`src/rtl/sysctl_regbank.sv`:
```
module sysctl_regbank #(
  parameter int ADDR_W      = 8,
  parameter int NUM_WORDS   = 16,
  parameter int BUS0_DIV    = 2,
  parameter int BUS1_DIV    = 2,
  parameter int IDX_REMAP0  = 0,
  parameter int IDX_REMAP1  = 1,
  parameter int IDX_REMAP2  = 2,
  parameter int IDX_CLKCFG  = 4,
  parameter int IDX_PLL_LO  = 8,
  parameter int IDX_PLL_ST  = 9
) (
  input  logic              clk,
  input  logic              rst_n,
  input  logic [ADDR_W-1:0] addr,
  input  logic              wr_en,
  input  logic [31:0]       wdata,
  input  logic              rd_en,
  output logic [31:0]       rdata,
  output logic              rvalid,
  output logic              bad_access,
  output logic              unsupported
);

  localparam int IDX_W = ADDR_W - 2;
  localparam int SEL_W = (NUM_WORDS > 1) ? $clog2(NUM_WORDS) : 1;

  function automatic bit div_ok(int d);
    bit ok = 1'b0;
    for (int b = 0; b <= 5; b++) if (d == (1 << b)) ok = 1'b1;
    return ok;
  endfunction

  function automatic logic [2:0] div_code(int d);
    int tz = 0;
    for (int b = 0; b <= 5; b++) if (d == (1 << b)) tz = b;
    return (d >= 8) ? 3'(tz + 1) : 3'(tz);
  endfunction

  localparam logic [31:0] CLKCFG_RST = {24'h0, div_code(BUS0_DIV), div_code(BUS1_DIV), 2'b00};

  function automatic logic [31:0] reset_word(int i);
    if (i == IDX_PLL_LO) return 32'h021A_2358;
    if (i == IDX_PLL_ST) return 32'h0000_0003;
    if (i == IDX_CLKCFG) return CLKCFG_RST;
    return 32'h0;
  endfunction

  // elaboration-time divisor legality
  initial begin
    assert_div_legal_R10: assert (div_ok(BUS0_DIV) && div_ok(BUS1_DIV))
      else $fatal(1, "bus divisor must be a power of two from 1 to 32");
  end

  logic [31:0]      mem [NUM_WORDS];
  logic [IDX_W-1:0] idx;
  logic [SEL_W-1:0] sel;
  logic             in_range, is_remap, is_locked;

  assign idx       = addr[ADDR_W-1:2];
  assign sel       = idx[SEL_W-1:0];
  assign in_range  = int'(idx) < NUM_WORDS;
  assign is_remap  = (int'(sel) == IDX_REMAP0) || (int'(sel) == IDX_REMAP1) ||
                     (int'(sel) == IDX_REMAP2);
  assign is_locked = is_remap || (int'(sel) == IDX_PLL_ST);

  always_ff @(posedge clk) begin
    if (!rst_n) begin
      for (int i = 0; i < NUM_WORDS; i++) mem[i] <= reset_word(i);
    end else if (wr_en && in_range && !is_locked) begin
      mem[sel] <= wdata;
    end
  end

  always_ff @(posedge clk) begin
    if (!rst_n) begin
      rdata       <= '0;
      rvalid      <= 1'b0;
      bad_access  <= 1'b0;
      unsupported <= 1'b0;
    end else begin
      rvalid      <= rd_en;
      if (rd_en) rdata <= in_range ? mem[sel] : 32'h0;
      bad_access  <= (rd_en || wr_en) && !in_range;
      unsupported <= wr_en && in_range && is_remap && (wdata != mem[sel]);
    end
  end

  assert_rvalid_follows_rd_R2: assert property (@(posedge clk) disable iff (!rst_n)
    rd_en |=> rvalid);
  assert_no_rvalid_idle_R2: assert property (@(posedge clk) disable iff (!rst_n)
    !rd_en |=> !rvalid);
  assert_bad_read_zero_R3: assert property (@(posedge clk) disable iff (!rst_n)
    (rd_en && !in_range) |=> (rdata == 32'h0) && bad_access);
  assert_bad_write_flag_R4: assert property (@(posedge clk) disable iff (!rst_n)
    (wr_en && !in_range) |=> bad_access);
  assert_pll_status_stable_R6: assert property (@(posedge clk) disable iff (!rst_n)
    $stable(mem[IDX_PLL_ST]));
  assert_remap_stable_R7: assert property (@(posedge clk) disable iff (!rst_n)
    $stable(mem[IDX_REMAP0]) && $stable(mem[IDX_REMAP1]) && $stable(mem[IDX_REMAP2]));
  assert_unsup_after_write_R7: assert property (@(posedge clk) disable iff (!rst_n)
    unsupported |-> $past(wr_en));

endmodule

```
`config.mk`:
```
export PLATFORM = sky130hd
export DESIGN_NAME = sysctl_regbank
export DESIGN_NICKNAME = d
export VERILOG_FILES = /design/src/rtl/sysctl_regbank.sv
export SDC_FILE = /design/constraint.sdc
export NUM_CORES = 1
export LEC_CHECK = 0
export BUFFER_PORTS_ARGS = -buffer_cell sky130_fd_sc_hd__buf_2
export CAP_MARGIN = 0
export CORE_ASPECT_RATIO = 2
export CORE_UTILIZATION = 45
export DETAILED_ROUTE_END_ITERATION = 8
export GPL_TIMING_DRIVEN = 1
export SYNTH_ARGS = -nofsm -noshare
export SYNTH_HDL_FRONTEND = slang
export SYNTH_SLANG_ARGS = --single-unit
```
`constraint.sdc`:
```
create_clock -name clk -period 13.2 [get_ports clk]
set_input_delay 2.64 -clock clk [delete_from_list [all_inputs] [get_ports clk]]
set_output_delay 2.64 -clock clk [all_outputs]
set_load 0.05 [all_outputs]
```
* Yosys cells after proc, flatten, opt, wreduce, memory -nomap -nowiden
Memory sizes are Yosys's and may differ from the RTL's.
Cells that the tools add are included.
** Operators by class
- Order comparisons :: 1
- Equal/unequal tests :: 4
- Mux-type cells :: 15
- Reductions and logical operators :: 13
** Operator list (count)
- 32-bit two-way mux :: 5
- 32-bit inequality test :: 1
- 32-bit OR reduction :: 1
- 26-bit two-way mux :: 1
- 6-bit by 5-bit less-than comparator with 1-bit output, second input constant :: 1
- 1-bit two-way mux :: 6
- 6-bit two-way mux :: 1
- 1-bit logical AND :: 5
- 4-bit by 2-bit == test with 1-bit output, second input constant :: 1
- 4-bit by 3-bit == test with 1-bit output, second input constant :: 1
- 4-bit == test, second input constant :: 1
- 4-bit logical NOT :: 1
- 1-bit logical OR :: 4
- 4-bit two-way mux :: 1
- 1-bit logical NOT :: 2
- 2-bit two-way mux :: 1
** Word-level totals
- Register bits :: 35
- Memory bits (writable) :: 512
- Input bits :: 44
- Output and inout port bits :: 35
- Word-level logic and storage cells :: 38
- Memories kept :: 1
** Memories
- mem :: depth 16, width 32, read ports 1, clocked after Yosys merged registers in 0, write ports 16, RTL line 55 : logic [31:0] mem [NUM_WORDS];

* Longest topological paths before layout
Gate-level depths: netlist (run 1).
- Depth in word-level cells :: 11
- Depth in mapped cells :: 11

* Worst setup path before layout (run 1)
No wires, ideal clock.
- Kind :: input to register
- Start :: input addr[5]
- End :: memory mem[6][0], enable pin
- Data arrival time :: 6.022 ns
- Data required time :: 12.734 ns
- Slack :: 6.713 ns
- Stages :: 6
- Path buffers :: 4
- Cell sequence :: buf_2 > buf_2 > or3_1 > clkbuf_1 > clkbuf_1 > o21ai_0
** RTL lines
- start, declared :: RTL line 15 : input logic [ADDR_W-1:0] addr,
- end, declared :: RTL line 55

==> results of run 1 <==
per-stage QoR:
step	power (mW)	cells	area, µm²	hold WS (ns)
after floorplan	2.281	1773	25020	0.6859
after global placement	2.403	2412	26050	0.4525
after detailed placement	2.414	2412	26050	0.4517
after CTS	3.785	2502	27570	0.4618
after global routing	3.867	2502	27570	0.4901
final	3.769	2502	27570	0.4612
cell families (layout without fill, tap and decap cells):
logic type                after synthesis  count (layout)  share of synthesized area
DFF                                   547             547                     0.6549
xor gates and xnor gates               29              29                    0.01035
AOI/OAI and AO/OA                     142             142                    0.03945
and+or+nand+nor                       579             579                     0.1338
other                                   2             128                  0.0003059
muxes                                 195             195                     0.1315
buffers and inverters                 153             211                    0.02967
flip-flops by register name, indices dropped and copies added, names as in the netlist:
signal and cells:
mem 512, bad_access 1, rvalid 1, unsupported 1
rdata 32
worst paths after layout:
check | end | from | slack [ns] | cells after the start
hold reg to reg | rdata[4]$_SDFFE_PN0P_ | rdata[4]$_SDFFE_PN0P_ | 0.46 | 2
hold / removal | rdata[4]$_SDFFE_PN0P_ | rdata[4]$_SDFFE_PN0P_ | 0.46 | 2
setup / recovery | mem[14][15]$_SDFFCE_PN0P_ | addr[2] | 6.95 | 7
setup reg to reg | unsupported$_SDFF_PN0_ | mem[0][30]$_SDFFCE_PN0P_ | 10.40 | 7
final cells by class:
class,count,area (µm²)
clock buffer,84,1458
inverter,12,45.04
fill,4539,26180
sequential,547,16080
timing repair buffer,109,639.4
tap,671,839.6
clock inverter,6,61.31
multi-input combinational,1073,8452
power by group through the flow:
stage / Sequential (mW) / Clock (mW) / Combinational (mW)
after floorplan: 2.06 / 0 / 0.218
after global placement: 2.05 / 0 / 0.353
after detailed placement: 2.06 / 0 / 0.356
after CTS: 2.02 / 1.41 / 0.357
after global routing: 2.03 / 1.46 / 0.377
final: 2.02 / 1.39 / 0.356
cells in the final DEF (no fill, tap or decap), types with 9 or more instances in the layout:
| cell | Yosys | routed |
|---|---|---|
| a21oi_1 | 31 | 31 |
| o21ai_0 | 26 | 15 |
| o21ai_4 | 0 | 11 |
| nor2_4 | 0 | 12 |
| conb_1 | 2 | 128 |
| buf_2 | 14 | 74 |
| nand3_1 | 13 | 13 |
| clkbuf_1 | 98 | 25 |
| buf_4 | 13 | 34 |
| a22o_1 | 14 | 14 |
| clkbuf_8 | 0 | 11 |
| mux2i_1 | 93 | 93 |
| nor3_1 | 56 | 55 |
| and2_1 | 335 | 335 |
| a211oi_1 | 9 | 9 |
| nand2_1 | 46 | 46 |
| clkbuf_16 | 0 | 49 |
| or3_1 | 16 | 16 |
| o211ai_1 | 10 | 10 |
| mux4_2 | 93 | 93 |
| xnor2_1 | 26 | 26 |
| edfxtp_1 | 512 | 512 |
| a22oi_1 | 18 | 18 |
| nor2_1 | 70 | 58 |
| dfxtp_1 | 35 | 35 |
routing by layer:
metal,routed length [µm],part of all wire,up-vias,global-route usage
li1,-,-,6316,-
met1,26240,0.37,7538,0.3126
met2,37490,0.53,598,0.4674
met3,4074,0.057,155,0.03146
met4,3315,0.047,0,0.1224
met5,0,0,-,0
critical path: stages:
cell	delay, ns
buf_4	0.35
buf_4	0.59
buf_4	0.68
inv_2	0.45
nand2_1	0.91
o21ai_4	0.36
buf_4	0.40
==> flow_metrics.env, run 1 <==
export IMPL_outcome="finished, final reports clean"
export IMPL_netlist_area_mm2=0.02455
export IMPL_async_flop_share=0
export IMPL_hpwl_um=40750
export IMPL_detail_route_antenna_nets=0
export IMPL_synth_edf_count=512
export IMPL_cts_tree="done"
export IMPL_clock_latency_ns=0.59
export IMPL_yosysTopAreaCellShare=0.6263
export IMPL_cts_hold_buf=0
export IMPL_die_w_um=167.2
export IMPL_synthTopCellsByCount="edfxtp_1 (512), and2_1 (335), clkbuf_1 (98)"
export IMPL_grt_total_usage=0.2616
export IMPL_synth_area_per_cell_um2=14.90
export IMPL_drt_iter0_drc=1369
export IMPL_hold_class="reg -> reg"
export IMPL_clockBufferDepth=3
export IMPL_antenna_found_initial=1
export IMPL_fmax_mhz=160.1
export IMPL_ys_ff_latch=547
export IMPL_switchingPower_mw=0.8872
export IMPL_cp_required_ns=13.48
export IMPL_grt_pass1_vias=15170
export IMPL_fin_skew_ns=0.01804
export IMPL_chipHeight_um=332.3
export IMPL_final_max_slew_viol_count=0
export IMPL_gp_congestion=0.7980
export IMPL_drt_vias_per_instance=5.838
export IMPL_setup_viol=0
export IMPL_slew_headroom=0.2087
export IMPL_fin_tns_setup_ns=0
export IMPL_cts_resized=0
export IMPL_cts_setup_buffers=0
export IMPL_leakage_nw=9.855
export IMPL_synth_warnings=0
export IMPL_firstDrtPassIters=5
export IMPL_hold_viol=0
export IMPL_nNetsFinal=1835
export IMPL_intPower_mw=2.882
export IMPL_fin_crit_sh=0.4733
export IMPL_cts_sinks=547
export IMPL_peakVddDrop_v=0.00008185
export IMPL_die_area_mm2=0.05554
export IMPL_drv_cap=0
export IMPL_period_needed_ns=6.248
export IMPL_post_synth_top_count_cell="edfxtp_1"
export IMPL_grt_overflow=0
export IMPL_num_vias=14610
export IMPL_core_mm2=0.05375
export IMPL_wl_per_cell_um=28.43
export IMPL_drt_wl_total_um=71120
export IMPL_combPwrFrac=0.095
export IMPL_tightest_slew_ns=1.185
export IMPL_ys_types=54
export IMPL_cp_max_fo=37
export IMPL_drc=0
export IMPL_port_buffers=76
export IMPL_fin_ws_ns=6.952
export IMPL_start_util=0.4567
export IMPL_swShare=0.2354
export IMPL_area_growth_synth_to_final_pct=12.31
export IMPL_p_seq_frac=0.536
export IMPL_synthCells=1647
export IMPL_htree_levels=2
export IMPL_cp_start_kind="input pin"
export IMPL_grt_pass1_wl_um=102700
export IMPL_yosysSeqAreaShare=0.6549
export IMPL_power_density_mw_per_mm2=136.7
export IMPL_place_ws_ns=6.278
export IMPL_crit_type="in -> reg"
export IMPL_cp_data_arrival_time_ns=6.53
export IMPL_endpoint_kind="register"
export IMPL_rsz0062_at_grt="no"
export IMPL_diodes=0
export IMPL_yosysTopAreaCell="edfxtp_1"
export IMPL_finish_utilization=0.5129
export IMPL_grt_max_degree=64
export IMPL_drive_gt1_frac=0.1693
export IMPL_synthFlopType="edfxtp_1"
export IMPL_clk_pin_slew_ns=0.07
export IMPL_root_buffer="clkbuf_16"
export IMPL_num_rows=120
export IMPL_power_frac_clock=0.370
export IMPL_synthTopCellsByArea="edfxtp_1 (63%), and2_1 (8.5%), mux4_2 (8.5%)"
export IMPL_cts_buffers=48
export IMPL_io_pins=79
No activity file was read; power rests on OpenSTA's default activity.
==> run 2: changes to the inputs <==
clock period = 5.82 ns   (was 13.2 ns; I/O delays follow)
==> flow_metrics.env, run 2 (synthesized netlist as in run 1, its figures left out) <==
export IMPL_outcome="finished, final reports clean"
export IMPL_cp_start_kind="input pin"
export IMPL_top_register="mem"
export IMPL_clock_latency_ns=0.60
export IMPL_area_growth_synth_to_final_pct=13.24
export IMPL_hpwl_um=44820
export IMPL_nNetsFinal=1859
export IMPL_critPathMostFrequentCell="buf_4"
export IMPL_die_area_mm2=0.05554
export IMPL_cts_tree="done"
export IMPL_clockBufferDepth=3
export IMPL_slew_headroom=0.1487
export IMPL_hold_viol=0
export IMPL_die_w_um=167.2
export IMPL_grt_pass1_wl_um=104300
export IMPL_crit_path_cell_trace="buf_4, buf_12, inv_2, nand2_1, nor2_2, buf_4, and2_1"
export IMPL_port_buffers=76
export IMPL_cts_hold_buf=0
export IMPL_seq_area_mm2=0.01608
export IMPL_root_buffer="clkbuf_16"
export IMPL_drive_gt1_frac=0.1822
export IMPL_setup_viol=0
export IMPL_cts_setup_buffers=0
export IMPL_firstDrtPassIters=6
export IMPL_cts_resized=0
export IMPL_top_regs="mem x512, rdata x32"
export IMPL_whs_ns=0.4612
export IMPL_chipHeight_um=332.3
export IMPL_htree_levels=2
export IMPL_final_max_slew_viol_count=0
export IMPL_peakVddDrop_v=0.0002188
export IMPL_wl_per_cell_um=28.78
export IMPL_grt_pass1_vias=15120
export IMPL_num_vias=14790
export IMPL_grt_overflow=0
export IMPL_start_util=0.4567
export IMPL_power_density_mw_per_mm2=308.3
export IMPL_crit_buf_inv=4
export IMPL_final_common_cell="edfxtp_1"
export IMPL_drt_wl_total_um=72730
export IMPL_crit_slowest_cell="nor2_2"
export IMPL_drv_cap=0
export IMPL_cp_required_ns=6.28
export IMPL_fillCellCount=4530
export IMPL_fin_crit_sh=0.6821
export IMPL_cts_buffers=48
export IMPL_io_pins=79
export IMPL_antenna_found_initial=2
export IMPL_cp_max_fo=38
export IMPL_multi_input_area_mm2=0.008397
export IMPL_critPathMaxStageDelay_ns=0.88
export IMPL_cts_sinks=547
export IMPL_drt_vias_per_instance=5.852
export IMPL_fin_tns_setup_ns=0
export IMPL_final_cell_mix="edfxtp_1 (512), and2_1 (335), conb_1 (128)"
export IMPL_grt_total_usage=0.2656
export IMPL_largest_reg_flops=512
export IMPL_fin_skew_ns=0.02584
export IMPL_endpoint_kind="register"
export IMPL_drt_iter0_drc=1580
export IMPL_fmax_mhz=251.9
export IMPL_hold_class="reg -> reg"
export IMPL_gp_congestion=0.8063
export IMPL_clk_pin_slew_ns=0.07
export IMPL_tightest_slew_ns=1.275
export IMPL_grt_max_degree=59
export IMPL_rsz0062_at_grt="no"
export IMPL_crit_type="in -> reg"
export IMPL_cp_data_arrival_time_ns=4.43
export IMPL_drc=0
export IMPL_crit_family="simple AND/OR/NAND/NOR gates"
export IMPL_num_rows=120
export IMPL_leakage_nw=10.01
export IMPL_total_power_mw=8.570
export IMPL_detail_route_antenna_nets=0
export IMPL_period_needed_ns=3.970
export IMPL_core_mm2=0.05375
run 2: power by group:
| part | switching (mW) | total [mW] | internal (mW) |
|---|---|---|---|
| Clock | 1.45 | 3.16 | 1.71 |
| Combinational | 0.546 | 0.831 | 0.285 |
| Sequential | 0.0584 | 4.58 | 4.52 |
| Total | 2.06 | 8.57 | 6.51 |
run 2: stage by stage:
| step | worst slack [ns] | util | instance area (µm²) | std cells |
|---|---|---|---|---|
| 4_1_cts | 1.799 | 0.5171 | 27800 | 2526 |
| 5_1_grt | 1.734 | 0.5171 | 27800 | 2526 |
| 2_1_floorplan | 0.8086 | - | 25020 | 1773 |
| 3_5_place_dp | 1.206 | 0.4889 | 26280 | 2436 |
| 6_report | 1.850 | 0.5172 | 27800 | 2527 |
| 3_3_place_gp | 1.250 | 0.4889 | 26280 | 2436 |
run 2: cell type report:
cell class / count / area share
Inverter: 12 / 0.001620
Tap cell: 671 / 0.03020
Clock inverter: 25 / 0.006527
Clock buffer: 65 / 0.04812
Multi-Input combinational cell: 1073 / 0.3021
Timing Repair Buffer: 133 / 0.03308
Sequential cell: 547 / 0.5783
Antenna cell: 1 / 0.00009002
run 2: final timing paths:
kind / end / from / depth (start not counted) / slack [ns]
worst max-delay path: mem[6][12]$_SDFFCE_PN0P_ / addr[2] / 7 / 1.85
worst min-delay path: rdata[4]$_SDFFE_PN0P_ / rdata[4]$_SDFFE_PN0P_ / 2 / 0.46
worst max register to register: unsupported$_SDFF_PN0_ / mem[7][18]$_SDFFCE_PN0P_ / 7 / 3.19
worst min register to register: rdata[4]$_SDFFE_PN0P_ / rdata[4]$_SDFFE_PN0P_ / 2 / 0.46
run 2: routing by layer:
metal / global-route usage / wire [µm]
met1: 0.3121 / 26110
met2: 0.4855 / 38800
met3: 0.03444 / 4714
met4: 0.1089 / 3109
met5: 0 / 0
run 2: worst reg2reg max path: stages, from the launching register on:
cell and delay [ns]:
edfxtp_1 0.37, mux4_2 0.50, mux2i_1 0.26, xnor2_1 0.10
o221ai_1 0.44, o211ai_1 0.30, nor4_2 0.40, a31oi_1 0.12
==> run 3: changes to the inputs <==
clock period = 4 ns   (was 5.82 ns; I/O delays follow)
==> flow_metrics.env, run 3 (synthesized netlist as in run 1, its figures left out) <==
export IMPL_outcome="finished, final reports clean"
export IMPL_grt_pass1_wl_um=103900
export IMPL_core_mm2=0.05375
export IMPL_start_util=0.4567
export IMPL_port_buffers=76
export IMPL_grt_total_usage=0.2642
export IMPL_cts_buffers=47
export IMPL_stdcell_count=2587
export IMPL_drive_gt1_frac=0.2136
export IMPL_cts_hold_buf=0
export IMPL_die_area_mm2=0.05554
export IMPL_root_buffer="clkbuf_16"
export IMPL_power_density_mw_per_mm2=450.2
export IMPL_num_vias=14900
export IMPL_detail_route_antenna_nets=0
export IMPL_drt_vias_per_instance=5.759
export IMPL_multi_input_area_mm2=0.008387
export IMPL_fin_skew_ns=0.02491
export IMPL_cts_resized=0
export IMPL_num_rows=120
export IMPL_slew_headroom=0.4500
export IMPL_final_cell_mix="edfxtp_1 (512), and2_1 (335), conb_1 (128)"
export IMPL_grt_max_degree=39
export IMPL_drv_cap=0
export IMPL_area_growth_synth_to_final_pct=16.24
export IMPL_hpwl_um=46430
export IMPL_top_register="mem"
export IMPL_clk_pin_slew_ns=0.07
export IMPL_firstDrtPassIters=5
export IMPL_hold_class="reg -> reg"
export IMPL_setup_viol=0
export IMPL_drt_wl_total_um=72220
export IMPL_fmax_mhz=320.3
export IMPL_clock_latency_ns=0.59
export IMPL_endpoint_kind="register"
export IMPL_hold_viol=0
export IMPL_drt_iter0_drc=1307
export IMPL_period_needed_ns=3.122
export IMPL_fin_crit_sh=0.7805
export IMPL_wl_per_cell_um=27.91
export IMPL_grt_overflow=0
export IMPL_peakVddDrop_v=0.0002994
export IMPL_crit_type="in -> reg"
export IMPL_dpl_cell_count=2499
export IMPL_fin_ws_ns=0.8779
export IMPL_grt_pass1_vias=15430
export IMPL_chipHeight_um=332.3
export IMPL_final_common_cell="edfxtp_1"
export IMPL_die_w_um=167.2
export IMPL_seq_area_mm2=0.01608
export IMPL_cts_tree="done"
export IMPL_cp_data_arrival_time_ns=3.56
export IMPL_clockBufferDepth=3
export IMPL_top_regs="mem x512, rdata x32"
export IMPL_rsz0062_at_grt="no"
export IMPL_leakage_nw=10.44
export IMPL_largest_reg_flops=512
export IMPL_cp_max_fo=24
export IMPL_drc=0
export IMPL_tightest_slew_ns=0.8238
export IMPL_cts_sinks=547
export IMPL_htree_levels=2
export IMPL_r2r_setup_slack_ns=1.35
export IMPL_fillCellCount=4459
export IMPL_cp_start_kind="input pin"
export IMPL_place_ws_ns=0.3306
export IMPL_antenna_found_initial=1
export IMPL_nNetsFinal=1921
export IMPL_final_max_slew_viol_count=0
export IMPL_io_pins=79
export IMPL_gp_congestion=0.8210
export IMPL_cp_required_ns=4.44
export IMPL_cts_setup_buffers=0
-- run 3: per-stage QoR --
step	setup TNS, ns	cell area, µm²	util	power (mW)	hold WS [ns]
global route	0	28530	0.5308	13.18	0.4831
CTS	0	28530	0.5308	12.93	0.4633
detailed placement	0	26890	0.5003	8.063	0.4527
global placement	0	26890	0.5003	8.028	0.4508
floorplan	-123.45	25020	-	7.524	0.6859
finish	0	28530	0.5309	12.85	0.4616
-- run 3: final cells by class --
type / instances / area share
Clock buffer: 56 / 0.04534
Tap cell: 671 / 0.02942
Sequential cell: 547 / 0.5634
Antenna cell: 1 / 0.00008770
Inverter: 12 / 0.001579
Multi-Input combinational cell: 1073 / 0.2939
Timing Repair Buffer: 196 / 0.05406
Clock inverter: 31 / 0.01223
-- run 3: worst paths after layout --
kind                       startpoint                      to  depth (start not counted)
min reg2reg     rdata[0]$_SDFFE_PN0P_   rdata[0]$_SDFFE_PN0P_                          2
min             rdata[0]$_SDFFE_PN0P_   rdata[0]$_SDFFE_PN0P_                          2
max                           addr[2]  unsupported$_SDFF_PN0_                          9
max reg2reg  mem[7][18]$_SDFFCE_PN0P_  unsupported$_SDFF_PN0_                          7
-- run 3: worst max-delay path: stages --
cell	delay (ns)
buf_4	0.47
buf_12	0.28
mux4_2	0.58
mux2i_4	0.18
xnor2_1	0.11
a2111oi_2	0.38
o2111ai_1	0.19
nor4_2	0.37
a31oi_1	0.15
-- run 3: layer usage --
metal  routed length [µm]  track usage
met4                 3882       0.1384
met1                26450       0.3095
met5                    0            0
met2                38070       0.4740
met3                 3809      0.02896
-- run 3: report_power, final --
part	leakage [nW]	internal, mW	switching, mW	total (mW)
Combinational	4.44	0.472	0.802	1.27
Clock	0.805	2.78	2.13	4.91
Sequential	5.19	6.58	0.0854	6.66
